<file path="config.mk">
export PLATFORM = sky130hd
export DESIGN_NAME = twd_master
export DESIGN_NICKNAME = d
export VERILOG_FILES = /design/src/rtl/twd_pkg.sv /design/src/rtl/twd_strobe_gen.sv /design/src/rtl/twd_wait_timer.sv /design/src/rtl/twd_frame_ctrl.sv /design/src/rtl/twd_master.sv
export SDC_FILE = /design/constraint.sdc
export NUM_CORES = 1
export LEC_CHECK = 0
export BUFFER_PORTS_ARGS = -buffer_cell sky130_fd_sc_hd__buf_2
export CAP_MARGIN = 20
export CORE_ASPECT_RATIO = 0.5
export CORE_UTILIZATION = 39
export DETAILED_ROUTE_END_ITERATION = 8
export PLACE_DENSITY = 0.69
export SYNTH_ARGS = -nofsm -noshare
export SYNTH_HDL_FRONTEND = slang
export SYNTH_SLANG_ARGS = --single-unit
</file>
<file path="constraint.sdc">
create_clock -name clk -period 2.65 [get_ports clk]
set_input_delay 0.1325 -clock clk [delete_from_list [all_inputs] [get_ports clk]]
set_output_delay 0.1325 -clock clk [all_outputs]
set_load 0.01 [all_outputs]
</file>
<file path="src/rtl/twd_pkg.sv">
package twd_pkg;

  typedef enum logic [1:0] {
    INS_DRD = 2'b00,
    INS_DWR = 2'b01,
    INS_ARD = 2'b10,
    INS_AWR = 2'b11
  } twd_ins_e;

  typedef enum logic [3:0] {
    FS_IDLE,
    FS_START,
    FS_INS,
    FS_ADDR,
    FS_LEN,
    FS_DATA,
    FS_WAIT,
    FS_STOP,
    FS_FIN
  } twd_fs_e;

  typedef enum logic [1:0] {
    ST_OK      = 2'd0,
    ST_TIMEOUT = 2'd1
  } twd_st_e;

endpackage

</file>
<file path="src/rtl/twd_strobe_gen.sv">
module twd_strobe_gen #(
  parameter int DIVW = 8
) (
  input  logic            clk,
  input  logic            rst,
  input  logic            go_i,
  input  logic [DIVW-1:0] div_i,
  output logic            tck_o,
  output logic            ready_o,
  output logic            smp_o
);

  logic            busy;
  logic            low;
  logic [DIVW-1:0] cnt;
  logic [DIVW-1:0] eff;

  assign eff     = (div_i == '0) ? DIVW'(1) : div_i;
  // free now, or in the final cycle of a high phase
  assign ready_o = !busy || (!low && cnt == '0);
  // last low cycle: the clock rises on the next edge and tdi is sampled there
  assign smp_o   = busy && low && cnt == '0;

  always_ff @(posedge clk) begin
    if (rst) begin
      busy  <= 1'b0;
      low   <= 1'b0;
      cnt   <= '0;
      tck_o <= 1'b1;
    end else if (go_i && ready_o) begin
      busy  <= 1'b1;
      low   <= 1'b1;
      tck_o <= 1'b0;
      cnt   <= eff - 1'b1;
    end else if (busy) begin
      if (cnt != '0) begin
        cnt <= cnt - 1'b1;
      end else if (low) begin
        low   <= 1'b0;
        tck_o <= 1'b1;
        cnt   <= eff - 1'b1;
      end else begin
        busy <= 1'b0;
      end
    end
  end

endmodule

</file>
<file path="src/rtl/twd_wait_timer.sv">
module twd_wait_timer #(
  parameter int WMW = 16
) (
  input  logic           clk,
  input  logic           rst,
  input  logic           clr_i,
  input  logic           step_i,
  input  logic [WMW-1:0] max_i,
  output logic           expire_o
);

  logic [WMW-1:0] cnt;
  logic [WMW-1:0] eff;
  logic [WMW:0]   nxt;

  assign eff      = (max_i == '0) ? WMW'(1) : max_i;
  assign nxt      = {1'b0, cnt} + 1'b1;
  assign expire_o = step_i && (nxt >= {1'b0, eff});

  always_ff @(posedge clk) begin
    if (rst || clr_i) begin
      cnt <= '0;
    end else if (step_i) begin
      cnt <= nxt[WMW-1:0];
    end
  end

endmodule

</file>
<file path="src/rtl/twd_frame_ctrl.sv">
module twd_frame_ctrl
  import twd_pkg::*;
#(
  parameter int DIVW = 8,
  parameter int WMW  = 16,
  parameter int MAXB = 4
) (
  input  logic              clk,
  input  logic              rst,
  input  logic              req_valid_i,
  input  logic [1:0]        req_ins_i,
  input  logic [7:0]        req_arg_i,
  input  logic [MAXB*8-1:0] req_wdata_i,
  input  logic [DIVW-1:0]   div_i,
  input  logic [WMW-1:0]    wait_max_i,
  output logic              req_ack_o,
  output logic [DIVW-1:0]   div_o,
  output logic [WMW-1:0]    wmax_o,
  input  logic              ready_i,
  input  logic              smp_i,
  output logic              go_o,
  output logic              wclr_o,
  output logic              wstep_o,
  input  logic              expire_i,
  input  logic              tdi_i,
  output logic              tdo_o,
  output logic              oe_o,
  output logic              done_o,
  output logic [MAXB*8-1:0] rdata_o,
  output logic [1:0]        status_o
);

  localparam int RDW  = MAXB * 8;
  localparam int IDXW = $clog2(RDW);
  localparam int LENW = (MAXB > 1) ? $clog2(MAXB) : 1;

  twd_fs_e          st;
  twd_ins_e         ins_q;
  logic [IDXW-1:0]  idx;
  logic [7:0]       arg_q;
  logic [RDW-1:0]   wd_q;
  logic [RDW-1:0]   rbuf;
  logic             tmo;
  logic [LENW-1:0]  len_q;
  logic [IDXW-1:0]  last_idx;
  logic             drv_oe;
  logic             drv_bit;

  assign len_q    = arg_q[LENW-1:0];
  assign last_idx = IDXW'((int'(len_q) + 1) * 8 - 1);
  assign go_o     = ready_i && (st != FS_IDLE) && (st != FS_FIN);
  assign wclr_o   = (st == FS_IDLE);
  assign wstep_o  = smp_i && (st == FS_WAIT) && !tdi_i;

  // value and enable for the strobe about to be issued
  always_comb begin
    drv_oe  = 1'b0;
    drv_bit = 1'b0;
    unique case (st)
      FS_INS: begin
        drv_oe  = 1'b1;
        drv_bit = ins_q[idx[0]];
      end
      FS_ADDR: begin
        drv_oe  = (ins_q == INS_AWR);
        drv_bit = arg_q[idx[2:0]];
      end
      FS_LEN: begin
        drv_oe  = 1'b1;
        drv_bit = len_q[idx[LENW-1:0]];
      end
      FS_DATA: begin
        drv_oe  = (ins_q == INS_DWR);
        drv_bit = wd_q[idx];
      end
      default: begin
        drv_oe  = 1'b0;
        drv_bit = 1'b0;
      end
    endcase
  end

  always_ff @(posedge clk) begin
    if (rst) begin
      st       <= FS_IDLE;
      ins_q    <= INS_DRD;
      idx      <= '0;
      arg_q    <= '0;
      wd_q     <= '0;
      rbuf     <= '0;
      tmo      <= 1'b0;
      div_o    <= '0;
      wmax_o   <= '0;
      tdo_o    <= 1'b0;
      oe_o     <= 1'b0;
      req_ack_o <= 1'b0;
      done_o   <= 1'b0;
      rdata_o  <= '0;
      status_o <= ST_OK;
    end else begin
      req_ack_o <= 1'b0;
      done_o    <= 1'b0;
      if (go_o) begin
        tdo_o <= drv_bit & drv_oe;
        oe_o  <= drv_oe;
      end
      unique case (st)
        FS_IDLE: begin
          if (req_valid_i) begin
            ins_q     <= twd_ins_e'(req_ins_i);
            arg_q     <= req_arg_i;
            wd_q      <= req_wdata_i;
            div_o     <= div_i;
            wmax_o    <= wait_max_i;
            rbuf      <= '0;
            tmo       <= 1'b0;
            idx       <= '0;
            req_ack_o <= 1'b1;
            st        <= FS_START;
          end
        end
        FS_FIN: begin
          if (ready_i) begin
            done_o   <= 1'b1;
            rdata_o  <= rbuf;
            status_o <= tmo ? ST_TIMEOUT : ST_OK;
            st       <= FS_IDLE;
          end
        end
        default: begin
          if (smp_i) begin
            unique case (st)
              FS_START: begin
                st  <= FS_INS;
                idx <= '0;
              end
              FS_INS: begin
                if (idx == IDXW'(1)) begin
                  idx <= '0;
                  st  <= ins_q[1] ? FS_ADDR : FS_LEN;
                end else begin
                  idx <= idx + 1'b1;
                end
              end
              FS_ADDR: begin
                if (ins_q == INS_ARD) rbuf[idx] <= tdi_i;
                if (idx == IDXW'(7)) begin
                  idx <= '0;
                  st  <= FS_STOP;
                end else begin
                  idx <= idx + 1'b1;
                end
              end
              FS_LEN: begin
                if (idx == IDXW'(LENW - 1)) begin
                  idx <= '0;
                  st  <= (ins_q == INS_DWR) ? FS_DATA : FS_WAIT;
                end else begin
                  idx <= idx + 1'b1;
                end
              end
              FS_DATA: begin
                if (ins_q == INS_DRD) rbuf[idx] <= tdi_i;
                if (idx == last_idx) begin
                  idx <= '0;
                  st  <= (ins_q == INS_DWR) ? FS_WAIT : FS_STOP;
                end else begin
                  idx <= idx + 1'b1;
                end
              end
              FS_WAIT: begin
                if (tdi_i) begin
                  idx <= '0;
                  st  <= (ins_q == INS_DWR) ? FS_STOP : FS_DATA;
                end else if (expire_i) begin
                  tmo <= 1'b1;
                  st  <= FS_STOP;
                end
              end
              FS_STOP: st <= FS_FIN;
              default: st <= FS_IDLE;
            endcase
          end
        end
      endcase
    end
  end

endmodule

</file>
<file path="src/rtl/twd_master.sv">
module twd_master #(
  parameter int DIVW = 8,
  parameter int WMW  = 16,
  parameter int MAXB = 4
) (
  input  logic              clk,
  input  logic              rst,
  input  logic              req_valid_i,
  input  logic [1:0]        req_ins_i,
  input  logic [7:0]        req_arg_i,
  input  logic [MAXB*8-1:0] req_wdata_i,
  output logic              req_ack_o,
  input  logic [DIVW-1:0]   div_i,
  input  logic [WMW-1:0]    wait_max_i,
  output logic              tck_o,
  output logic              tdo_o,
  output logic              tdo_oe_o,
  input  logic              tdi_i,
  output logic              done_o,
  output logic [MAXB*8-1:0] rdata_o,
  output logic [1:0]        status_o
);

  logic [DIVW-1:0] div_q;
  logic [WMW-1:0]  wmax_q;
  logic            s_ready;
  logic            s_smp;
  logic            s_go;
  logic            w_clr;
  logic            w_step;
  logic            w_exp;

  twd_strobe_gen #(.DIVW(DIVW)) u_strobe (
    .clk     (clk),
    .rst     (rst),
    .go_i    (s_go),
    .div_i   (div_q),
    .tck_o   (tck_o),
    .ready_o (s_ready),
    .smp_o   (s_smp)
  );

  twd_wait_timer #(.WMW(WMW)) u_wait (
    .clk      (clk),
    .rst      (rst),
    .clr_i    (w_clr),
    .step_i   (w_step),
    .max_i    (wmax_q),
    .expire_o (w_exp)
  );

  twd_frame_ctrl #(.DIVW(DIVW), .WMW(WMW), .MAXB(MAXB)) u_ctrl (
    .clk         (clk),
    .rst         (rst),
    .req_valid_i (req_valid_i),
    .req_ins_i   (req_ins_i),
    .req_arg_i   (req_arg_i),
    .req_wdata_i (req_wdata_i),
    .div_i       (div_i),
    .wait_max_i  (wait_max_i),
    .req_ack_o   (req_ack_o),
    .div_o       (div_q),
    .wmax_o      (wmax_q),
    .ready_i     (s_ready),
    .smp_i       (s_smp),
    .go_o        (s_go),
    .wclr_o      (w_clr),
    .wstep_o     (w_step),
    .expire_i    (w_exp),
    .tdi_i       (tdi_i),
    .tdo_o       (tdo_o),
    .oe_o        (tdo_oe_o),
    .done_o      (done_o),
    .rdata_o     (rdata_o),
    .status_o    (status_o)
  );

endmodule

</file>
==> summary.md, run 1 <==
| Metric | Value |
|---|---|
| Result of the run | `complete, but fails checks` |
| Violations in the final reports | `negative setup slack` |
| Post-layout minimum cycle time | `2.67 ns` |
| Core ar. | `20,700 µm²` |
| CP startpoint kind | `flip-flop` |
| Area growth, synth to finish | `29.2%` |
| Total die area | `21,800 µm²` |
| Clock root buffer master | `sky130_fd_sc_hd__clkbuf_16` |
| Main synth FF type | `sky130_fd_sc_hd__dfxtp_1` |
| Slew of the pin with the lowest slew margin | `0.732 ns` |
| Max-cap viol count | `0` |
| Die Height | `105 µm` |
| Part of the total power dissipated in sequential elements | `0.357` |
| CTS buffer count | `17` |
| Required time reported for the critical path endpoint | `3.02 ns` |
| Tightest hold margin | `0.140 ns` |
| Share of the synthesized area in the top cell type | `0.416` |
| Setup repair after global routing missed its margin | `true` |
| Longest Clk Path Bufs | `2` |
| Most instantiated library cell after synthesis | `sky130_fd_sc_hd__nand2_1` |
| Crit-path max FO | `6` |
| Total clock sinks | `172` |
| Worst slew margin | `0.512` |
| Maximum achievable frequency | `0.374 GHz` |
| Number of vias in the routed layout | `8,028` |
| Total wire length after detailed routing | `22.7 mm` |
| Total net switching power | `3350 µW` |
| Initial antenna violation count | `1` |
| Initial core utilization | `0.400` |
| Max-slew violations | `0` |
| Vias per cell | `5.24` |
| Clock Power Share | `0.275` |
| Global Route Usage Sum | `0.207` |
| Gpl congestion | `0.904` |
| Net Count, Synth | `1,170` |
| Period utilisation layout | `1.01` |
| Async SR Flop Fraction | `0` |
| Peak VDD IR | `0.911 mV` |
| Net Sw Frac | `0.383` |
| Number of rows created at floorplan | `37` |
| Leak pwr | `0.00418 µW` |
| Via count of the first global-routing pass | `7,483` |
| Worst hold-check path type | `in -> reg` |
| Sequential-to-total area share from yosys stat | `0.416` |
| Cell type contributing the most total cell area after synthesis | `sky130_fd_sc_hd__dfxtp_1` |
| Cell count after synthesis | `1,077` |
| Clock slew seen by the registers of the worst setup and hold paths | `0.08 ns` |
| Largest net degree at the start of global routing | `161` |
| Routed wire length per instance | `14.8 µm` |
| Die W | `208 µm` |
| Number of warnings printed during yosys synthesis | `0` |
| Net count, final | `1,338` |
| First-pass detailed-route iteration total | `5` |
| Total global routing overflow | `0` |
| WP data arrival | `3.04 ns` |
| Number of unique standard cell types used by synthesis | `67` |
| Clock Skew | `0.0107 ns` |
| Wire length of the first global-routing pass | `36.3 mm` |
| Proportion of power drawn by combinational gates | `0.368` |
| Worst-case setup margin in the final layout | `-0.0203 ns` |
| Final Hold Fails | `0` |
| Maximum level of the CTS H-tree | `4` |
| Power Density | `819 nW/µm²` |
| Worst Path Class, Setup | `reg -> reg` |
| Cell area after technology mapping | `8280 µm²` |
| Clock Latency Late Sink | `0.44 ns` |
| Most frequent cells after synthesis | `sky130_fd_sc_hd__nand2_1, sky130_fd_sc_hd__a21oi_1, sky130_fd_sc_hd__dfxtp_1` |
| Count of buffers inserted at the top-level ports | `107` |
| Number of ports placed on the die boundary | `109` |
| CTS tree | `done` |
| Residual DRC count | `0` |
| DP Wirelength | `14.9 mm` |
| Critical Path End Type | `flip-flop` |
| Avg Cell Area, Syn | `7.69 µm²` |
| Post-placement worst setup slack | `-0.221 ns` |
| Residual antenna-violating net count after detailed routing | `0` |
| Detailed router's first-iteration violation count | `463` |
| Post-synthesis register bit count | `172` |
| Number of enable-type register cells in the synthesized netlist | `0` |
| Internal power consumption | `5410 µW` |
| Fraction of layout cells with a size suffix above 1 | `0.195` |
| # setup viols final | `2` |
| Main area contributors after synthesis | `sky130_fd_sc_hd__dfxtp_1, sky130_fd_sc_hd__nand2_1, sky130_fd_sc_hd__a21oi_1` |
-- final cells by class --
| cell class | instances | area (µm²) |
|---|---|---|
| timing repair buffer | 232 | 1690 |
| multi-input combinational | 794 | 4550 |
| inverter | 28 | 105 |
| clock buffer | 19 | 433 |
| antenna | 1 | 2.50 |
| sequential | 172 | 3450 |
| clock inverter | 13 | 128 |
| fill | 1885 | 9990 |
| tap | 273 | 342 |
-- sequential cells by signal, summed over array words and instances (netlist names) --
signal and flops:
u_ctrl.arg_q 8, u_ctrl.div_o 8, u_ctrl.rdata_o 32, u_wait.cnt 16, u_ctrl.status_o 1, u_strobe.cnt 8
u_ctrl.done_o 1, u_strobe.tck_o 1, u_ctrl.wmax_o 16, u_ctrl.wd_q 32, u_strobe.busy 1, u_strobe.low 1
u_ctrl.tdo_o 1, u_ctrl.ins_q 2, u_ctrl.oe_o 1, u_ctrl.req_ack_o 1, u_ctrl.idx 5, u_ctrl.rbuf 32
u_ctrl.tmo 1, u_ctrl.st 4
-- final timing paths --
kind	end	slack, ns	start	cells past startpoint
worst max-delay path	u_ctrl.st[1]$_SDFFE_PP0P_	-0.02	u_wait.cnt[1]$_SDFFE_PP0P_	13
worst min register to register	u_ctrl.rdata_o[14]$_SDFFE_PP0P_	0.45	u_ctrl.rdata_o[14]$_SDFFE_PP0P_	2
worst min-delay path	u_ctrl.rbuf[3]$_SDFFE_PP0P_	0.14	tdi_i	4
worst max register to register	u_ctrl.st[1]$_SDFFE_PP0P_	-0.02	u_wait.cnt[1]$_SDFFE_PP0P_	13
-- cell usage in the layout, fill, tap and decap left out, drive strengths merged, types with 5 or more instances in the layout --
cell type / n
nand2b: 8
dfxtp: 172
nand3: 17
mux4: 6
a22o: 5
or4: 7
inv: 35
o22ai: 7
xnor2: 16
or3: 10
dlygate4sd3: 66
nand2: 264
o211ai: 7
clkbuf: 19
o21ai: 53
buf: 166
nor2b: 6
ha: 23
nor2: 47
and2: 7
and3: 8
nor4: 10
nor3: 21
mux2i: 13
xor2: 18
a21oi: 184
-- critical path, cell delays in order (launching register included) --
cell and delay, ns:
sky130_fd_sc_hd__dfxtp_2 0.36, sky130_fd_sc_hd__ha_4 0.14, sky130_fd_sc_hd__and3_4 0.18, sky130_fd_sc_hd__and3_4 0.24, sky130_fd_sc_hd__nand3_1 0.11, sky130_fd_sc_hd__xnor2_1 0.14
sky130_fd_sc_hd__ha_1 0.31, sky130_fd_sc_hd__a21oi_1 0.16, sky130_fd_sc_hd__o21ai_2 0.08, sky130_fd_sc_hd__o2111ai_1 0.17, sky130_fd_sc_hd__o211ai_1 0.15, sky130_fd_sc_hd__buf_4 0.18
sky130_fd_sc_hd__o21ai_4 0.18, sky130_fd_sc_hd__mux2i_1 0.20
-- routing by layer --
| layer | share of wire | vias to the layer above | GRT usage | wire [µm] |
|---|---|---|---|---|
| met4 | 0.014 | 0 | 0.0571 | 311 |
| met3 | 0.055 | 26 | 0.0529 | 1260 |
| li1 | - | 4018 | - | - |
| met2 | 0.46 | 219 | 0.334 | 10500 |
| met1 | 0.47 | 3765 | 0.272 | 10600 |
| met5 | 0 | - | 0 | 0 |
-- per-stage QoR --
step / std cells / setup TNS, ns / utilization / cell area, µm² / power [µW]
final: 1532 / -0.0340 / 0.517 / 10700 / 8760
after global routing: 1531 / -0.445 / 0.517 / 10700 / 9310
after CTS: 1529 / -0.135 / 0.511 / 10600 / 8730
after detailed placement: 1430 / -0.564 / 0.450 / 9310 / 6210
after global placement: 1430 / -0.382 / 0.450 / 9310 / 6120
after floorplan: 1077 / 0 / - / 8290 / 5300
-- power by group through the flow --
stage / Clock [µW] / Sequential, µW / Combinational (µW)
global route: 2580 / 3170 / 3560
CTS: 2460 / 3120 / 3150
finish: 2410 / 3120 / 3230
floorplan: 0 / 3090 / 2210
global placement: 0 / 3170 / 2950
detailed placement: 0 / 3180 / 3030
-- what timing repair did --
| item | CTS | global route |
|---|---|---|
| hold buffers | 66 | 0 |
| endpoints found under the setup margin | 5 | 40 |
| resized for setup | 9 | 29 |
| setup buffers | 1 | 2 |
| hold endpoints to repair | 66 | 0 |
| pin swaps | 7 | 14 |
-- kinds of logic after synthesis --
kind of cell,after synthesis,share of synthesized area
AOI/OAI and AO/OA,288,0.195
and+or+nand+nor,426,0.230
xor gates and xnor gates,34,0.0360
other,1,0.000453
DFF,172,0.416
muxes,22,0.0361
adders and majority gates,23,0.0348
buffers and inverters,111,0.0518
Power figures use the tool's default switching activity.
==> run 2: changes to the inputs <==
==> constraint.sdc (replaced) <==
create_clock -name clk -period 2.3 [get_ports clk]
set_input_delay 0.115 -clock clk [delete_from_list [all_inputs] [get_ports clk]]
set_output_delay 0.115 -clock clk [all_outputs]
set_load 0.01 [all_outputs]
==> run 2 against run 1 <==
Compared with the run above:
- the flow still finishes with violations (negative setup slack)
- critical path type unchanged
- worst hold slack improved by 0.019 ns
- design area up 9.3%
- global-route usage up 2.1 points
- count of clock-buffer cells in the layout increased by 1
- maximum frequency shrank 0.98%
- flip-flop and latch count is the same
- largest power group unchanged
==> summary.md, run 2 (synthesis gave the netlist of run 1 again) <==
| Metric | Value |
|---|---|
| Result of the run | `complete, but fails checks` |
| Violations in the final reports | `negative setup slack` |
| Worst Reg-to-Reg Cells | `10` |
| Worst Path Class, Setup | `reg -> reg` |
| Total die area | `21,800 µm²` |
| Setup repair after global routing missed its margin | `true` |
| Fraction of layout cells with a size suffix above 1 | `0.283` |
| Total wire length after detailed routing | `24.9 mm` |
| Number of ports placed on the die boundary | `109` |
| Number of antenna cells inserted | `0` |
| Routed wire length per instance | `15.6 µm` |
| Initial core utilization | `0.400` |
| Clock root buffer master | `sky130_fd_sc_hd__clkbuf_16` |
| Detailed router's first-iteration violation count | `762` |
| Critical Path End Type | `flip-flop` |
| Die W | `208 µm` |
| CTS tree | `done` |
| Registers with the most flip-flops | `u_ctrl.rbuf x32, u_ctrl.rdata_o x32, u_ctrl.wd_q x32` |
| CP startpoint kind | `flip-flop` |
| Internal power consumption | `7220 µW` |
| Clock Latency Late Sink | `0.43 ns` |
| Maximum achievable frequency | `0.371 GHz` |
| Reg-to-Reg Start | `u_ctrl.wmax_o[15]$_SDFFE_PP0P_` |
| Period utilisation layout | `1.17` |
| Cell count of the worst hold path | `4` |
| Number of vias in the routed layout | `8,523` |
| Worst slew margin | `0.512` |
| DP Wirelength | `16.2 mm` |
| # setup viols final | `40` |
| Part of the total power dissipated in sequential elements | `0.311` |
| Most frequent cells in the layout | `sky130_fd_sc_hd__nand2_1, sky130_fd_sc_hd__a21oi_1, sky130_fd_sc_hd__dfxtp_1` |
| First-pass detailed-route iteration total | `5` |
| Required time reported for the critical path endpoint | `2.66 ns` |
| Number of rows created at floorplan | `37` |
| Total clock sinks | `172` |
| Post-place instance area | `9820 µm²` |
| Leak pwr | `0.00463 µW` |
| Longest Clk Path Bufs | `2` |
| Global Route Usage Sum | `0.228` |
| Vias per cell | `5.36` |
| Residual DRC count | `0` |
| Area growth, synth to finish | `41.3%` |
| Final design instance area without fill | `11,700 µm²` |
| Worst hold-check path type | `in -> reg` |
| Count of buffers inserted at the top-level ports | `107` |
| Clock slew seen by the registers of the worst setup and hold paths | `0.07 ns` |
| Clock Skew | `0.00887 ns` |
| Peak VDD IR | `0.585 mV` |
| Crit-path max FO | `3` |
| Power Density | `980 nW/µm²` |
| Net Sw Frac | `0.370` |
| Setup crit start | `u_ctrl.wmax_o[15]$_SDFFE_PP0P_` |
| Total global routing overflow | `0` |
| Total net switching power | `4240 µW` |
| Max-slew violations | `0` |
| Maximum level of the CTS H-tree | `4` |
| Leading cell type in the layout, fill and taps excluded | `sky130_fd_sc_hd__nand2_1` |
| CTS buffer count | `17` |
| Gpl congestion | `0.928` |
| Max-cap viol count | `0` |
| Slew of the pin with the lowest slew margin | `0.726 ns` |
| Via count of the first global-routing pass | `8,150` |
| Wire length of the first global-routing pass | `40.3 mm` |
| Utilization after layout | `0.565` |
| Core ar. | `20,700 µm²` |
| Net count, final | `1,398` |
| Final Hold Fails | `0` |
| Post-placement worst setup slack | `-0.448 ns` |
| Proportion of power drawn by combinational gates | `0.422` |
| Initial antenna violation count | `0` |
| Die Height | `105 µm` |
| WP data arrival | `3.06 ns` |
| Clock Power Share | `0.266` |
| Residual antenna-violating net count after detailed routing | `0` |
| Largest net degree at the start of global routing | `68` |
| Worst-case setup margin in the final layout | `-0.397 ns` |
| Post-layout minimum cycle time | `2.70 ns` |
| Startpoint of the most critical hold path | `tdi_i` |
==> run 2: timing repair <==
action | in CTS | in global routing
gates resized for setup | 74 | 59
hold endpoints to repair | 66 | 0
cloned | 5 | 0
setup buffers | 7 | 2
endpoints found under the setup margin | 35 | 53
pin swaps | 26 | 64
hold buffers | 66 | 0
==> run 2: cell type report <==
cell class / count / area (µm²)
sequential: 172 / 3450
inverter: 28 / 113
tap: 273 / 342
clock buffer: 20 / 467
fill: 1848 / 9000
clock inverter: 12 / 161
timing repair buffer: 292 / 2260
multi-input combinational: 794 / 4900
==> run 2: routing by layer <==
metal	global-route usage	vias to the layer above	wire length (µm)
li1	-	4148	-
met3	0.0490	27	1470
met1	0.300	4069	11300
met4	0.0619	0	339
met5	0	-	0
met2	0.377	279	11800
==> run 2: path summary, 6_finish.rpt <==
check        slack, ns                               to
max              -0.40        u_ctrl.st[2]$_SDFFE_PP0P_
min               0.16     u_ctrl.rbuf[11]$_SDFFE_PP0P_
max reg2reg      -0.40        u_ctrl.st[2]$_SDFFE_PP0P_
min reg2reg       0.45  u_ctrl.rdata_o[14]$_SDFFE_PP0P_
==> run 2: stage by stage <==
stage	hold slack, ns	std cells	total power, µW	TNS [ns]
final	0.159	1591	11500	-7.97
after global routing	0.152	1591	12100	-10.18
after CTS	0.118	1591	11300	-4.80
after detailed placement	0.361	1482	7440	-2.41
after global placement	0.355	1482	7330	-1.14
after floorplan	0.251	1077	6200	-0.814
==> run 2: critical path: stages (launching register included) <==
cell                       delay, ns
sky130_fd_sc_hd__dfxtp_1        0.32
sky130_fd_sc_hd__nor4_2         0.36
sky130_fd_sc_hd__a41o_1         0.22
sky130_fd_sc_hd__ha_1           0.22
sky130_fd_sc_hd__nand2b_1       0.14
sky130_fd_sc_hd__a2111o_1       0.44
sky130_fd_sc_hd__a311oi_2       0.27
sky130_fd_sc_hd__o211ai_1       0.11
sky130_fd_sc_hd__buf_4          0.16
sky130_fd_sc_hd__o21ai_4        0.18
sky130_fd_sc_hd__mux2i_1        0.22
==> run 2: power groups by stage <==
stage | clock network, µW | logic (µW) | registers (µW)
after floorplan | 0 | 2630 | 3570
after global placement | 0 | 3740 | 3590
after detailed placement | 0 | 3830 | 3620
after CTS | 3120 | 4600 | 3550
after global routing | 3230 | 5290 | 3600
final | 3050 | 4840 | 3570
